[config.mk]
export PLATFORM = sky130hd
export DESIGN_NAME = sigdet_qualifier
export DESIGN_NICKNAME = d
export VERILOG_FILES = /design/src/rtl/sdq_pkg.sv /design/src/rtl/sdq_dwell_counter.sv /design/src/rtl/sdq_datapath.sv /design/src/rtl/sdq_control.sv /design/src/rtl/sigdet_qualifier.sv
export SDC_FILE = /design/constraint.sdc
export NUM_CORES = 1
export LEC_CHECK = 0
export BUFFER_PORTS_ARGS = -buffer_cell sky130_fd_sc_hd__buf_2
export CAP_MARGIN = 20
export CELL_PAD_IN_SITES_DETAIL_PLACEMENT = 0
export CELL_PAD_IN_SITES_GLOBAL_PLACEMENT = 1
export CORE_ASPECT_RATIO = 1.75
export CORE_MARGIN = 3
export CORE_UTILIZATION = 42
export CTS_CLUSTER_SIZE = 10
export DETAILED_ROUTE_END_ITERATION = 10
export PLACE_DENSITY_LB_ADDON = 0.1
export SKIP_LAST_GASP = 1
export SYNTH_ARGS = -nofsm -noshare
export SYNTH_HDL_FRONTEND = slang
export SYNTH_SLANG_ARGS = --single-unit
[constraint.sdc]
create_clock -name clk -period 3.35 [get_ports clk]
set_input_delay 0.1675 -clock clk [delete_from_list [all_inputs] [get_ports clk]]
set_output_delay 0.1675 -clock clk [all_outputs]
set_load 0.005 [all_outputs]
[src/rtl/sdq_pkg.sv]
package sdq_pkg;

  // Strobes issued by the control to the dwell datapath.
  typedef struct packed {
    logic onClr;
    logic onInc;
    logic offClr;
    logic offInc;
  } sdq_strobe_t;

  // Conditions reported by the datapath back to the control.
  typedef struct packed {
    logic aboveOn;
    logic belowOff;
    logic onDone;
    logic offDone;
  } sdq_status_t;

endpackage

[src/rtl/sdq_dwell_counter.sv]
module sdq_dwell_counter #(
  parameter int CNT_W = 16
) (
  input  logic             clk,
  input  logic             rstN,
  input  logic             clr,
  input  logic             inc,
  input  logic             qual,
  input  logic [CNT_W-1:0] dwell,
  output logic             done
);

  localparam logic [CNT_W:0] ONE = {{CNT_W{1'b0}}, 1'b1};

  logic [CNT_W-1:0] cnt;
  logic [CNT_W:0]   cntInc;

  // The count after this edge is compared with the target.
  // A target of zero is therefore reached on the first qualifying edge.
  assign cntInc = {1'b0, cnt} + ONE;
  assign done   = qual && (cntInc >= {1'b0, dwell});

  always_ff @(posedge clk or negedge rstN) begin
    if (!rstN) begin
      cnt <= '0;
    end else if (clr) begin
      cnt <= '0;
    end else if (inc) begin
      cnt <= cntInc[CNT_W-1:0];
    end
  end

endmodule

[src/rtl/sdq_datapath.sv]
module sdq_datapath
  import sdq_pkg::*;
#(
  parameter int AMP_W  = 12,
  parameter int CNT_W  = 16,
  parameter int ON_MV  = 700,
  parameter int OFF_MV = 200
) (
  input  logic             clk,
  input  logic             rstN,
  input  logic [AMP_W-1:0] ampMv,
  input  logic [CNT_W-1:0] onDwell,
  input  logic [CNT_W-1:0] offDwell,
  input  sdq_strobe_t      strobe,
  output sdq_status_t      status
);

  localparam logic [AMP_W-1:0] ON_CODE  = AMP_W'(ON_MV);
  localparam logic [AMP_W-1:0] OFF_CODE = AMP_W'(OFF_MV);

  logic aboveOn;
  logic belowOff;
  logic onDone;
  logic offDone;

  assign aboveOn  = (ampMv >= ON_CODE);
  assign belowOff = (ampMv <= OFF_CODE);

  sdq_dwell_counter #(.CNT_W(CNT_W)) u_onCnt (
    .clk   (clk),
    .rstN  (rstN),
    .clr   (strobe.onClr),
    .inc   (strobe.onInc),
    .qual  (aboveOn),
    .dwell (onDwell),
    .done  (onDone)
  );

  sdq_dwell_counter #(.CNT_W(CNT_W)) u_offCnt (
    .clk   (clk),
    .rstN  (rstN),
    .clr   (strobe.offClr),
    .inc   (strobe.offInc),
    .qual  (belowOff),
    .dwell (offDwell),
    .done  (offDone)
  );

  always_comb begin
    status.aboveOn  = aboveOn;
    status.belowOff = belowOff;
    status.onDone   = onDone;
    status.offDone  = offDone;
  end

endmodule

[src/rtl/sdq_control.sv]
module sdq_control
  import sdq_pkg::*;
(
  input  logic        clk,
  input  logic        rstN,
  input  logic        loopEn,
  input  logic        cableGoodN,
  input  sdq_status_t status,
  output sdq_strobe_t strobe,
  output logic        hysState,
  output logic        sigDet
);

  logic override;
  logic hysNext;
  logic sigNext;

  assign override = loopEn | cableGoodN;

  always_comb begin
    strobe  = '0;
    hysNext = hysState;
    if (override) begin
      // Frozen state; both qualifications start over after release.
      strobe.onClr  = 1'b1;
      strobe.offClr = 1'b1;
    end else if (!hysState) begin
      strobe.offClr = 1'b1;
      strobe.onInc  = status.aboveOn & ~status.onDone;
      strobe.onClr  = ~status.aboveOn | status.onDone;
      if (status.onDone) hysNext = 1'b1;
    end else begin
      strobe.onClr  = 1'b1;
      strobe.offInc = status.belowOff & ~status.offDone;
      strobe.offClr = ~status.belowOff | status.offDone;
      if (status.offDone) hysNext = 1'b0;
    end
  end

  // Loopback outranks the cable fault; both outrank hysteresis.
  always_comb begin
    if (loopEn)          sigNext = 1'b1;
    else if (cableGoodN) sigNext = 1'b0;
    else                 sigNext = hysNext;
  end

  always_ff @(posedge clk or negedge rstN) begin
    if (!rstN) begin
      hysState <= 1'b0;
      sigDet   <= 1'b0;
    end else begin
      hysState <= hysNext;
      sigDet   <= sigNext;
    end
  end

endmodule

[src/rtl/sigdet_qualifier.sv]
module sigdet_qualifier
  import sdq_pkg::*;
#(
  parameter int AMP_W  = 12,
  parameter int CNT_W  = 16,
  parameter int ON_MV  = 700,
  parameter int OFF_MV = 200
) (
  input  logic             clk,
  input  logic             rstN,
  input  logic [AMP_W-1:0] ampMv,
  input  logic             loopEn,
  input  logic             cableGoodN,
  input  logic [CNT_W-1:0] onDwell,
  input  logic [CNT_W-1:0] offDwell,
  output logic             sigDet
);

  sdq_strobe_t strobe;
  sdq_status_t status;
  logic        hysState;

  sdq_datapath #(
    .AMP_W  (AMP_W),
    .CNT_W  (CNT_W),
    .ON_MV  (ON_MV),
    .OFF_MV (OFF_MV)
  ) u_dp (
    .clk      (clk),
    .rstN     (rstN),
    .ampMv    (ampMv),
    .onDwell  (onDwell),
    .offDwell (offDwell),
    .strobe   (strobe),
    .status   (status)
  );

  sdq_control u_ctl (
    .clk        (clk),
    .rstN       (rstN),
    .loopEn     (loopEn),
    .cableGoodN (cableGoodN),
    .status     (status),
    .strobe     (strobe),
    .hysState   (hysState),
    .sigDet     (sigDet)
  );

endmodule

==> flow_summary.yaml <==
status:
  status: "completed"
drt:
  drt_iter0_drc: 60
  firstDrtPassIters: 4
  drt-wirelength-per-cell_um: 13.2
  via_per_inst: 4.98
  num_vias: 2032
  ant_nets: 0
  drt_wl_total_mm: 5.38
  drc: 0
timing:
  holdWs_ps: 88.2
  final.setup_skew_ps: 2.50
  fin_crit_sh: 0.935
  period_minus_slack_ps: 3130
  final_max_slew_viol_count: 0
  setup_viol: 0
  finalHoldViolCount: 0
  slew_headroom: 0.457
  maxClockFrequency_ghz: 0.319
  tightest_slew_ps: 815
  grt_setup_unrepaired: "yes"
yosys:
  seq_area_frac_synth: 0.332
  synth_commonest_cells: "inv_1 (36), dfrtp_1 (34), ha_1 (34)"
  synth_seq_cells: 34
  synth_adder_area_share: 0.166
  postSynthCellCount: 275
  synth_top_cell_by_area: "dfrtp_1"
  synth_top_family_by_area: "simple AND/OR/NAND/NOR gates"
  synthMuxAreaShare: 0
  async_flop_share: 1.00
  syn_nets: 357
  synth_compound_area_frac: 0.0893
  synth.most_common_cell: "inv_1"
  synth_top_area_frac: 0.332
  yosys_warnings: 0
  syn_area_um2: 2560
  synth_cell_types: 43
  synth_xor_area_frac: 0.0956
  synth_edf_count: 0
  yosys.area_share.simple: 0.253
  synthFlopType: "dfrtp_1"
  synth_area_per_cell_um2: 9.33
  synth_area_leaders: "dfrtp_1 (33%), ha_1 (17%), xnor2_1 (6.1%)"
layout:
  ff_latch_area_um2: 851
  drive_above_1_share: 0.242
  final_nets: 412
  areaGrowthSynthToFinish_pct: 16.3
  final_area_um2: 2980
  antenna_cells: 0
  nFillCells: 615
  fin_cells: 408
  multi_input_area_um2: 1560
clock_network:
  cts_tree: "built"
  tritoncts.num_buffers: 5
  clkSinkCount: 34
  insertion_delay_ps: 280
  clk_pin_slew_worst_paths_ps: 70
  cts_max_path_buffers: 2
  cts-root-buf: "clkbuf_8"
  htree_levels: 2
  cts_setup_buffers: 0
die:
  dieWidth_um: 65.1
  ios: 49
  core_region_area_um2: 5880
  start_util: 0.436
  num_rows: 37
  die_h_um: 109
  die-area_um2: 7120
worst_setup_path:
  arrival_ps: 3310
  crit_chain: "and2_1 > and4_1 > and2_1 > nand4_1 > xnor2_1 > ha_1 > nand4_1 > nor4_1 > a2111oi_2 > o211ai_1 > or2_4 > and2b_2"
  crit_type: "reg2reg"
  critPathSlowestCell: "nor4_1"
  crit_family: "simple AND/OR/NAND/NOR gates"
  endpoint_kind: "flip-flop"
  worst-path-buf-inv: 0
  critPathMaxFanout: 16
  critPathMaxStageDelay_ps: 390
  cp-start-kind: "flip-flop"
  worstPathRequired_ps: 3530
grt:
  grt_max_degree: 35
  grt_pass1_vias: 2121
  grt-ovfl-total: 0
  grt_usage: 0.167
  grt_pass1_wl_mm: 9.11
  antenna_found_initial: 0
place:
  dpl.cell_count: 400
  dpl_cell_area_um2: 2890
  hpwl_mm: 4.43
  routabilityCongestion: 0.771
  portBuffers: 48
power:
  p_per_area_nw_per_um2: 265
  vdd_drop_max_uv: 162
  finalPower_mw: 0.789
  power.leakage_nw: 1.57
run:
  cap_violations: 0
min_path:
  worstHoldPathType: "in2reg"
routing by layer:
layer	global-route usage	vias to the layer above	share of wire
met1	0.161	933	0.37
met3	0.0225	11	0.029
met4	0.0682	0	0.021
met2	0.342	36	0.58
li1	-	1052	-
met5	0	-	0
cells in the final DEF, fill, tap and decap left out, drive strengths merged, types with 2 or more instances in the layout:
cell type   n
o21ai       5
nor3        3
o31ai       2
and2b       6
and3        5
and2        4
xnor2      18
dfrtp      34
ha         34
and4        3
nand4      11
or2         2
inv        36
nor2b      24
a2111oi     2
o311ai      2
clkinv      2
nor2       15
nand3      16
clkbuf      5
a21oi      11
buf        50
xor2       10
nand2      14
nor4        3
kinds of logic after synthesis:
family	count (synthesis)
compound gates	33
xor+xnor	28
fa+ha+maj	34
buf+inv	39
flops	34
simple gates	107
area by class of cell:
cell class / instances / share of cell area
Clock inverter: 2 / 0.00336
Tap cell: 78 / 0.0327
Clock buffer: 5 / 0.0231
Sequential cell: 34 / 0.285
Inverter: 36 / 0.0453
Multi-Input combinational cell: 202 / 0.521
Timing Repair Buffer: 51 / 0.0889
worst paths after layout:
check / from / endpoint / slack [ps] / cells past startpoint
worst max register to register: u_dp.u_onCnt.cnt[2] / u_dp.u_onCnt.cnt[15] / 220 / 12
max in group asynchronous: rstN / u_dp.u_offCnt.cnt[3] / 2320 / 2
worst min-delay path: cableGoodN / u_ctl.sigDet / 90 / 2
min in group asynchronous: rstN / u_dp.u_onCnt.cnt[4] / 510 / 2
worst min register to register: u_dp.u_offCnt.cnt[0] / u_dp.u_offCnt.cnt[0] / 520 / 1
worst max-delay path: u_dp.u_onCnt.cnt[2] / u_dp.u_onCnt.cnt[15] / 220 / 12
worst reg2reg max path: cells and delay by family (launching register included):
family                   cells  cell delay [ps]
adder cells (fa/ha/maj)      1              300
XOR/XNOR                     1              160
AO/OA/AOI/OAI                2              260
AND/OR/NAND/NOR              8             1940
flip-flops                   1              370
registers in the layout (all words and copies together), names as in the netlist:
name / flops
u_dp.u_offCnt.cnt: 16
u_dp.u_onCnt.cnt: 16
u_ctl.hysState: 1
u_ctl.sigDet: 1
timing repair:
item | CTS | global route
hold buffers | 1 | 0
endpoints found under the setup margin | 0 | 9
resized for setup | 0 | 2
endpoints found under the hold margin | 17 | 0
power breakdown:
| part | leakage (nW) | switching (mW) | internal (mW) |
|---|---|---|---|
| logic | 1.06 | 0.0469 | 0.0410 |
| clock network | 0.0438 | 0.149 | 0.139 |
| registers | 0.472 | 0.00101 | 0.412 |
through the flow:
stage	setup slack (ps)	utilization	setup TNS, ps
6_report	217	0.507	0
5_1_grt	-9.57	0.507	-15.9
4_1_cts	118	0.506	0
3_5_place_dp	135	0.491	0
3_3_place_gp	180	0.491	0
2_1_floorplan	625	-	0
Power figures use the tool's default switching activity.
